===== config.mk =====
export PLATFORM = sky130hd
export DESIGN_NAME = i2c_mw_master
export DESIGN_NICKNAME = d
export VERILOG_FILES = /design/src/rtl/i2c_mw_pkg.sv /design/src/rtl/i2c_mw_sync.sv /design/src/rtl/i2c_mw_halfper.sv /design/src/rtl/i2c_mw_bitsel.sv /design/src/rtl/i2c_mw_master.sv
export SDC_FILE = /design/constraint.sdc
export NUM_CORES = 1
export LEC_CHECK = 0
export CAP_MARGIN = 20
export CORE_UTILIZATION = 30
export DETAILED_ROUTE_END_ITERATION = 16
export DONT_BUFFER_PORTS = 1
export PLACE_DENSITY = 0.55
export SYNTH_ARGS = -nofsm -noshare
export SYNTH_HDL_FRONTEND = slang
export SYNTH_SLANG_ARGS = --single-unit

===== constraint.sdc =====
create_clock -name clk -period 2.8 [get_ports clk]
set_clock_uncertainty 0.2 [all_clocks]
set_input_delay 0.28 -clock clk [delete_from_list [all_inputs] [get_ports clk]]
set_output_delay 0.28 -clock clk [all_outputs]
set_load 0.02 [all_outputs]

===== src/rtl/i2c_mw_pkg.sv =====
package i2c_mw_pkg;

  // Bus phases of one write transfer
  typedef enum logic [2:0] {
    PH_IDLE,
    PH_START,
    PH_LOW,
    PH_HIGH,
    PH_STOP_LOW,
    PH_STOP_HIGH,
    PH_STOP_REL
  } phase_e;

  localparam int unsigned SLOT_BITS  = 9;  // eight data bits plus acknowledge
  localparam int unsigned XFER_BYTES = 4;  // control, addr hi, addr lo, data

endpackage


===== src/rtl/i2c_mw_sync.sv =====
module i2c_mw_sync #(
  parameter int unsigned STAGES = 2
) (
  input  logic clk,
  input  logic rst_n,
  input  logic d,
  output logic q
);

  logic [STAGES-1:0] chain;

  // Chain resets to the idle-high level of the bus
  generate
    if (STAGES == 1) begin : g_one
      always_ff @(posedge clk or negedge rst_n) begin
        if (!rst_n) chain <= '1;
        else        chain <= d;
      end
    end else begin : g_many
      always_ff @(posedge clk or negedge rst_n) begin
        if (!rst_n) chain <= '1;
        else        chain <= {chain[STAGES-2:0], d};
      end
    end
  endgenerate

  assign q = chain[STAGES-1];

endmodule


===== src/rtl/i2c_mw_halfper.sv =====
module i2c_mw_halfper #(
  parameter int unsigned HALF = 250
) (
  input  logic clk,
  input  logic rst_n,
  input  logic restart,
  input  logic hold,
  output logic expire,
  output logic at_mid
);

  localparam int unsigned CW = $clog2(HALF + 1);
  localparam logic [CW-1:0] LAST = CW'(HALF - 1);
  localparam logic [CW-1:0] MID  = CW'(HALF / 2);

  logic [CW-1:0] cnt;

  assign expire = !hold && !restart && (cnt == LAST);
  assign at_mid = !hold && (cnt == MID);

  // Count held at zero while a stretched clock line reads low
  always_ff @(posedge clk or negedge rst_n) begin
    if (!rst_n)                cnt <= '0;
    else if (restart || expire) cnt <= '0;
    else if (!hold)            cnt <= cnt + CW'(1);
  end

endmodule


===== src/rtl/i2c_mw_bitsel.sv =====
module i2c_mw_bitsel (
  input  logic [6:0]  dev,
  input  logic [15:0] mem_addr,
  input  logic [7:0]  data,
  input  logic [1:0]  byte_idx,
  input  logic [2:0]  bit_idx,
  output logic        bit_val
);

  logic [7:0] slot [4];
  logic [2:0] pos;

  assign slot[0] = {dev, 1'b0};        // write direction in bit 0
  assign slot[1] = mem_addr[15:8];
  assign slot[2] = mem_addr[7:0];
  assign slot[3] = data;

  assign pos     = 3'd7 - bit_idx;     // MSB first
  assign bit_val = slot[byte_idx][pos];

endmodule


===== src/rtl/i2c_mw_master.sv =====
module i2c_mw_master
  import i2c_mw_pkg::*;
#(
  parameter int unsigned CLK_HZ      = 50_000_000,
  parameter int unsigned SCL_HZ      = 100_000,
  parameter int unsigned SYNC_STAGES = 2
) (
  input  logic        clk,
  input  logic        rst_n,
  input  logic        req_valid,
  output logic        req_ready,
  input  logic [6:0]  req_dev,
  input  logic [15:0] req_mem_addr,
  input  logic [7:0]  req_data,
  output logic        busy,
  output logic        done,
  output logic        nack_err,
  output logic        scl_pull,
  output logic        sda_pull,
  input  logic        scl_in,
  input  logic        sda_in
);

  localparam int unsigned HALF      = CLK_HZ / (2 * SCL_HZ);
  localparam logic [3:0]  ACK_SLOT  = 4'(SLOT_BITS - 1);
  localparam logic [1:0]  LAST_BYTE = 2'(XFER_BYTES - 1);

  phase_e      ph;
  logic [1:0]  byte_idx;
  logic [3:0]  bit_idx;
  logic [6:0]  dev_q;
  logic [15:0] addr_q;
  logic [7:0]  data_q;
  logic        sda_q;
  logic        done_q;
  logic        err_q;

  logic scl_s, sda_s;
  logic expire, at_mid, hold, accept, bit_val;

  i2c_mw_sync #(.STAGES(SYNC_STAGES)) u_scl_sync (
    .clk(clk), .rst_n(rst_n), .d(scl_in), .q(scl_s)
  );

  i2c_mw_sync #(.STAGES(SYNC_STAGES)) u_sda_sync (
    .clk(clk), .rst_n(rst_n), .d(sda_in), .q(sda_s)
  );

  // High phases wait for the line to read high before timing
  assign hold = ((ph == PH_HIGH) || (ph == PH_STOP_HIGH)) && !scl_s;

  i2c_mw_halfper #(.HALF(HALF)) u_timer (
    .clk(clk), .rst_n(rst_n), .restart(ph == PH_IDLE),
    .hold(hold), .expire(expire), .at_mid(at_mid)
  );

  i2c_mw_bitsel u_bitsel (
    .dev(dev_q), .mem_addr(addr_q), .data(data_q),
    .byte_idx(byte_idx), .bit_idx(bit_idx[2:0]), .bit_val(bit_val)
  );

  assign req_ready = (ph == PH_IDLE);
  assign accept    = req_valid && req_ready;

  always_ff @(posedge clk or negedge rst_n) begin
    if (!rst_n) begin
      ph       <= PH_IDLE;
      byte_idx <= '0;
      bit_idx  <= '0;
      dev_q    <= '0;
      addr_q   <= '0;
      data_q   <= '0;
      sda_q    <= 1'b0;
      done_q   <= 1'b0;
      err_q    <= 1'b0;
    end else begin
      done_q <= 1'b0;
      case (ph)
        PH_IDLE: begin
          if (accept) begin
            dev_q    <= req_dev;
            addr_q   <= req_mem_addr;
            data_q   <= req_data;
            err_q    <= 1'b0;
            sda_q    <= 1'b1;          // START: SDA falls with SCL high
            byte_idx <= '0;
            bit_idx  <= '0;
            ph       <= PH_START;
          end
        end
        PH_START: begin
          if (expire) ph <= PH_LOW;
        end
        PH_LOW: begin
          if (at_mid) sda_q <= (bit_idx == ACK_SLOT) ? 1'b0 : !bit_val;
          if (expire) ph <= PH_HIGH;
        end
        PH_HIGH: begin
          if (expire) begin
            if (bit_idx == ACK_SLOT) begin
              if (sda_s || (byte_idx == LAST_BYTE)) begin
                if (sda_s) err_q <= 1'b1;
                ph <= PH_STOP_LOW;
              end else begin
                byte_idx <= byte_idx + 2'd1;
                bit_idx  <= '0;
                ph       <= PH_LOW;
              end
            end else begin
              bit_idx <= bit_idx + 4'd1;
              ph      <= PH_LOW;
            end
          end
        end
        PH_STOP_LOW: begin
          if (at_mid) sda_q <= 1'b1;
          if (expire) ph <= PH_STOP_HIGH;
        end
        PH_STOP_HIGH: begin
          if (expire) begin
            sda_q <= 1'b0;               // STOP: SDA rises with SCL high
            ph    <= PH_STOP_REL;
          end
        end
        PH_STOP_REL: begin
          if (expire) begin
            done_q <= 1'b1;
            ph     <= PH_IDLE;
          end
        end
        default: ph <= PH_IDLE;
      endcase
    end
  end

  assign scl_pull = (ph == PH_LOW) || (ph == PH_STOP_LOW);
  assign sda_pull = sda_q;
  assign busy     = (ph != PH_IDLE);
  assign done     = done_q;
  assign nack_err = err_q;

endmodule


==> reports/metrics.csv, run 1 <==
stage;metric;value;unit
run_status;status;complete, no violations;
setup_path;reg2reg path depth;5;
floorplan;Rows;34;
clock_network;Clock Sinks;55;
global_routing;initial antenna violation count;0;
global_routing;Overflow after GRT;0;
clock_network;clock-pin slew on the worst setup and hold paths;100;ps
min_path;hold endpoint;ph[0];
setup_path;CP startpoint kind;register;
floorplan;Initial Util;31.1;%
sta;unrepaired setup endpoints after global routing;no;
setup_path;Critical-path top delay cell;dfrtp_1;
setup_path;reg2reg end;byte_idx[1];
clock_network;Max Root-Sink Buffers;2;
clock_network;# Post-CTS Setup Buffers;0;
detailed_routing;DRC;0;
detailed_routing;vias per std cell;4.97;
detailed_routing;Final Routed Wirelength;5520;µm
placement;# port buffers;0;
logic_synthesis;register area share after synthesis;50.7;%
sta;setup_tns;0;ps
min_path;Tightest Hold Check Type;in -> reg;
detailed_routing;WL per Instance;15.0;µm
setup_path;CP Cell Sequence;nor2b_1, a211oi_4, or2_1, and3_4, mux2_4;
placement;gp weighted congestion;0.773;
floorplan;die area;9460;µm²
sta;Max Fclk;0.429;GHz
cells_and_area;Layout Area Growth over Synthesis;21.6;%
cells_and_area;final net count;299;
setup_path;Required @ worst endpoint;2800;ps
cells_and_area;fraction of layout cells with a size suffix above 1;25.9;%
logic_synthesis;mean post-synth cell area;12.4;µm²
clock_network;cts bufs inserted;5;
pwr;leak pwr;0.00137;µW
clock_network;CTS resizes;0;
setup_path;Worst R2R Start;ph[0];
logic_synthesis;ys flop type;dfrtp_1;
logic_synthesis;Post-Syn Area;2720;µm²
setup_path;register-to-register setup slack;470;ps
setup_path;family with the most delay on the worst path;simple AND/OR/NAND/NOR gates;
detailed_routing;TritonRoute pass-1 iters;5;
setup_path;CP bufs+invs;0;
sta;Worst-Margin Slew;563;ps
logic_synthesis;compound-gate portion of the synthesized area;7.63;%
global_routing;GRT Overall Usage;12.8;%
floorplan;core area;8760;µm²
logic_synthesis;Post-Synth XOR/XNOR Area;2.85;%
cells_and_area;Antenna Cells;0;
logic_synthesis;synth warn;0;
clock_network;CTS tree;built;
min_path;Hold Startpoint;req_valid;
placement;DP Wirelength;3820;µm
clock_network;Root Buffer;clkbuf_8;
sta;max-slew violations;0;
setup_path;endpoint type of the worst setup path;register;
pwr;VDD IR max;225;µV
logic_synthesis;most frequent cells after synthesis;dfrtp_1, mux2_2, nor2_1;
logic_synthesis;Post-Synth Simple-Gate Area;11.7;%
sta;Hold WS;88.4;ps
setup_path;critical path data arrival time;2330;ps
floorplan;die height;97.3;µm
sta;Fin. Hold Viols;0;
sta;Slew headroom;62.5;%
logic_synthesis;post-synthesis adder-cell area fraction;2.30;%
setup_path;critical path type;reg -> reg;
logic_synthesis;area share of the largest cell type after synthesis;46.9;%
logic_synthesis;Yosys reg bits;55;
detailed_routing;vias post-DR;1825;
clock_network;count of hold-fix buffers inserted at cts;35;
logic_synthesis;number of flops mapped to enable cells by yosys;0;
logic_synthesis;mux contribution to synthesized area;21.1;%
logic_synthesis;ys async rst share;100;%
setup_path;worst stage delay on the critical path;710;ps
floorplan;Die W;97.3;µm
logic_synthesis;cell count after synthesis;220;
setup_path;worst-path maximum fanout;18;
logic_synthesis;Unique masters post-synth;48;
global_routing;first-pass GRT wire length;9800;µm
logic_synthesis;Synth area leader;dfrtp_1;
logic_synthesis;Post-Syn Nets;261;
clock_network;worst skew pair latency;320;ps
pwr;Power per Cell Area;525;nW/µm²
global_routing;largest net degree at the start of global routing;56;
floorplan;IO Pins;42;
flow_run;number of max-cap violations;0;
detailed_routing;Detail Route Antenna Nets;0;
sta;# setup viols final;0;
sta;final period utilization;83.3;%
sta;post-route minimum period;2330;ps
logic_synthesis;top cells by area, synth;dfrtp_1, mux2_2, mux4_2;
clock_network;H-tree lvl count;2;
min_path;Worst Hold Path Cells;3;
detailed_routing;drt initial violations;102;
global_routing;number of global-route vias before repair;1938;
logic_synthesis;combinational family with the most area after synthesis;multiplexers;
logic_synthesis;most frequent cell after synthesis;dfrtp_1;
==> worst min-delay path: stages <==
cell	delay (ps)
nor3_1	30
a21oi_1	110
o211a_1	140
==> logic make-up (layout without fill, tap and decap cells) <==
group	after synthesis	in the layout
DFF	55	55
xor gates and xnor gates	8	8
adders and majority gates	5	5
AOI/OAI and AO/OA	27	27
and+or+nand+nor	60	60
muxes	45	45
buffers and inverters	20	59
==> where the power goes <==
| group | total, µW | leakage [µW] | switching, µW | internal, µW |
|---|---|---|---|---|
| Clock | 468 | 0.0000463 | 284 | 184 |
| Combinational | 268 | 0.000641 | 112 | 156 |
| Sequential | 1000 | 0.000678 | 97.3 | 907 |
| Total | 1740 | 0.00137 | 493 | 1250 |
==> worst max path at each step <==
stage / slack [ps] / startpoint / depth (start not counted) / end
after floorplan: 610 / bit_idx[1] / 8 / bit_idx[3]
after global placement: 540 / ph[0] / 5 / byte_idx[0]
after detailed placement: 490 / ph[0] / 5 / byte_idx[1]
after CTS: 470 / ph[0] / 5 / byte_idx[1]
after global routing: 320 / ph[0] / 5 / byte_idx[1]
final: 470 / ph[0] / 5 / byte_idx[1]
==> layer usage <==
metal | vias to the layer above | routed length, µm | GRT usage, %
li1 | 869 | - | -
met1 | 906 | 2590 | 18.2
met2 | 44 | 2580 | 19.9
met3 | 6 | 288 | 2.95
met4 | 0 | 57 | 3.28
met5 | - | 0 | 0
==> metrics by stage <==
step	worst slack, ps	utilization [%]	instances	total power [µW]	instance area (µm²)
finish	469	37.8	367	1740	3310
floorplan	607	-	220	1170	2720
global placement	543	32.5	324	1230	2850
detailed placement	488	32.5	324	1230	2850
global route	323	37.8	367	1850	3310
CTS	469	37.8	367	1770	3310
==> placed cells by master, fill, tap and decap left out, types with 2 or more instances in the layout <==
master          n
mux2_2         32
nor4_1          2
dfrtp_1        51
nor2_1         13
nand4_1         6
inv_1           8
dfstp_2         4
clkbuf_8        5
mux2_4          2
o21ai_0         7
nor3_1          3
mux2i_1         5
buf_4           8
a22o_1          2
xor2_1          6
dlygate4sd3_1  34
nand3_1         7
a31oi_1         2
a21oi_1         4
o211a_1         2
or3_1           2
and3_1          3
nand2_1        12
mux4_2          6
ha_1            5
nor2b_1         3
==> cell type report <==
type / instances / area [µm²]
clock buffers: 5 / 68.8
clock inverters: 3 / 27.5
fillers: 839 / 5450
inverters: 8 / 30.0
multi-input cells: 145 / 1240
flip-flops and latches: 55 / 1380
well taps: 108 / 135
repair buffers: 43 / 428
==> sequential cells by signal (all words and copies together) (netlist names) <==
name and cells:
bit_idx 4, done 1, addr_q 16, sda_pull 1, u_timer.cnt 8, nack_err 1, dev_q 7, ph 3
data_q 8, u_sda_sync.chain 2, u_scl_sync.chain 2, byte_idx 2
(Power assumes the default switching activity.)
==> run 2: changes to the inputs <==
Settings changed: PLACE_DENSITY 0.55 to 0.56.
Clock period 2.8 ns to 2 ns, I/O delays scaled along.
==> run 2 against run 1 <==
Against the previous run:
- the run now ends with hold timing left
- cell count rose by 7.1%
- register-to-register slack got worse by 430 ps
- routed wire length grew 12%
- setup slack worse by 430 ps
- critical path depth up 1
- largest power group unchanged
- die area unchanged
- global-route usage increased by 0.88 points
- non-clock buffer count up 27
- critical endpoint is now bit_idx[3]
- utilization rose by 3.5 points
- first-iteration DRC count increased by 26%
- combinational power rose by 84%
==> reports/metrics.csv, run 2 (synthesis results as in run 1) <==
stage;metric;value;unit;change
detailed_routing;drt initial violations;129;;+26%
setup_path;CP Cell Sequence;buf_6, buf_4, and2b_1, a41oi_2, or3_1, a21oi_2;;
setup_path;worst-path maximum fanout;5;;-13
pwr;VDD IR max;336;µV;+50%
placement;# port buffers;0;;unchanged
floorplan;die area;9460;µm²;unchanged
min_path;Hold Startpoint;req_valid;;
setup_path;worst stage delay on the critical path;430;ps;-280 ps
clock_network;clock-pin slew on the worst setup and hold paths;100;ps;about the same
sta;Hold WS;-6.76;ps;-95.2 ps
setup_path;critical path type;reg -> reg;;
sta;final period utilization;98.0;%;+15 points
global_routing;number of global-route vias before repair;1971;;+1.7%
detailed_routing;Final Routed Wirelength;6180;µm;+12%
cells_and_area;Layout Area Growth over Synthesis;32.9;%;
global_routing;largest net degree at the start of global routing;56;;unchanged
setup_path;Critical-path top delay cell;dfrtp_1;;
sta;Max Fclk;0.510;GHz;+19%
detailed_routing;Detail Route Antenna Nets;0;;unchanged
flow_run;number of max-cap violations;0;;unchanged
floorplan;Die W;97.3;µm;unchanged
cells_and_area;most frequent cells in the layout;dfrtp_1, dlygate4sd3_1, mux2_2, buf_4;;
global_routing;initial antenna violation count;0;;unchanged
detailed_routing;vias per std cell;5.00;;+0.55%
floorplan;die height;97.3;µm;unchanged
clock_network;worst skew pair latency;310;ps;about the same
setup_path;CP startpoint kind;register;;
global_routing;grt met3 use;2.59;%;-0.36 points
floorplan;IO Pins;42;;unchanged
min_path;Worst Hold Path Cells;3;;unchanged
cells_and_area;Largest regs;addr_q (16), data_q (8), u_timer.cnt (8);;
min_path;hold endpoint;ph[0];;
sta;final setup margin;39.9;ps;-429 ps
sta;max-slew violations;0;;unchanged
clock_network;H-tree lvl count;2;;unchanged
floorplan;Initial Util;31.1;%;unchanged
pwr;Power per Cell Area;703;nW/µm²;+34%
cells_and_area;max FFs per register;16;;unchanged
global_routing;met2 usage;20.6;%;+0.76 points
detailed_routing;TritonRoute pass-1 iters;4;;-1
placement;DP Wirelength;4180;µm;+9.2%
clock_network;cts bufs inserted;5;;unchanged
clock_network;Max Root-Sink Buffers;2;;unchanged
global_routing;first-pass GRT wire length;10400;µm;+5.8%
sta;post-route minimum period;1960;ps;-371 ps
detailed_routing;DRC;0;;unchanged
setup_path;endpoint type of the worst setup path;register;;
global_routing;met1 usage;20.4;%;+2.2 points
cells_and_area;final net count;326;;+9.0%
floorplan;core area;8760;µm²;unchanged
setup_path;reg2reg end;bit_idx[3];;
floorplan;Rows;34;;unchanged
pwr;leak pwr;0.00152;µW;+11%
global_routing;Overflow after GRT;0;;unchanged
sta;# setup viols final;0;;unchanged
detailed_routing;vias post-DR;1965;;+7.7%
setup_path;Worst R2R Start;ph[2];;
setup_path;critical path data arrival time;2010;ps;-320 ps
clock_network;Clock Sinks;55;;unchanged
placement;worst slack, placed;1.37;ps;-487 ps
cells_and_area;Most flops, register;addr_q;;
cells_and_area;most common cell after layout, fill and taps aside;dfrtp_1;;
sta;unrepaired setup endpoints after global routing;yes;;
placement;gp weighted congestion;0.822;;+6.3%
clock_network;Root Buffer;clkbuf_8;;
cells_and_area;fraction of layout cells with a size suffix above 1;37.9;%;+12 points
setup_path;register-to-register setup slack;40;ps;-430 ps
sta;Fin. Hold Viols;1;;+1
setup_path;reg2reg path depth;6;;+1
run_status;status;complete, but fails checks;;
sta;Worst-Margin Slew;344;ps;-220 ps
global_routing;most used routing layer;met2;;
pwr;Final Power;2540;µW;+46%
min_path;Tightest Hold Check Type;in -> reg;;
clock_network;CTS tree;built;;
detailed_routing;WL per Instance;15.7;µm;+4.6%
run_status;failing checks;hold timing;;
sta;Slew headroom;76.9;%;+14 points
cells_and_area;Antenna Cells;0;;unchanged
global_routing;GRT Overall Usage;13.7;%;+0.88 points
setup_path;Required @ worst endpoint;2050;ps;-750 ps
==> run 2: cell count changes in the layout (fill, tap and decap cells not counted), moves of 3 or more <==
cell,delta
buf_6,+5
a21oi_2,+3
buf_4,+21
a21oi_1,-3
==> run 2: worst max path at each step <==
stage	from	end	slack (ps)	cells after the start
after floorplan	ph[2]	byte_idx[0]	-90	7
after global placement	byte_idx[0]	byte_idx[1]	30	6
after detailed placement	byte_idx[0]	bit_idx[3]	1	6
after CTS	u_timer.cnt[1]	byte_idx[1]	-10	7
after global routing	u_timer.cnt[2]	byte_idx[0]	-60	5
final	ph[2]	bit_idx[3]	40	6
==> run 2: report_power, final <==
part | leakage (µW) | switching (µW) | internal, µW
sequential | 0.000677 | 123 | 1270
clock | 0.0000477 | 375 | 280
combinational | 0.000794 | 214 | 280
total | 0.00152 | 712 | 1830
==> run 2: per-stage QoR <==
step           instances  utilization, %  area, µm²  TNS, ps
2_1_floorplan        220               -       2740     -206
3_3_place_gp         346            34.6       3030        0
3_5_place_dp         346            34.6       3030        0
4_1_cts              390            40.2       3520    -21.7
5_1_grt              393            41.3       3620     -158
6_report             393            41.3       3620        0
==> run 2: routing by layer <==
metal | wire, µm | part of all wire, % | vias up
li1 | - | - | 921
met1 | 2900 | 47 | 987
met2 | 2950 | 48 | 50
met3 | 266 | 4.3 | 7
met4 | 64 | 1.0 | 0
met5 | 0 | 0 | -
==> run 2: critical path, delay by kind of cell, from the launching register on <==
family          cells  cell delay [ps]
compound gates      2              340
simple gates        2              650
flops               1              430
buf+inv             2              290
==> run 2: area by class of cell <==
type                       count  area, µm²
clock buffer                   6       82.6
sequential                    55       1380
timing repair buffer          70        662
tap                          108        135
multi-input combinational    145       1320
inverter                       8       30.0
fill                         835       5150
clock inverter                 1       8.76
==> run 2: what timing repair did <==
action,CTS,global route
setup buffers,2,3
hold endpoints to repair,88,0
hold buffers,35,0
pin swaps,2,7
resized for setup,4,21
endpoints found under the setup margin,4,45
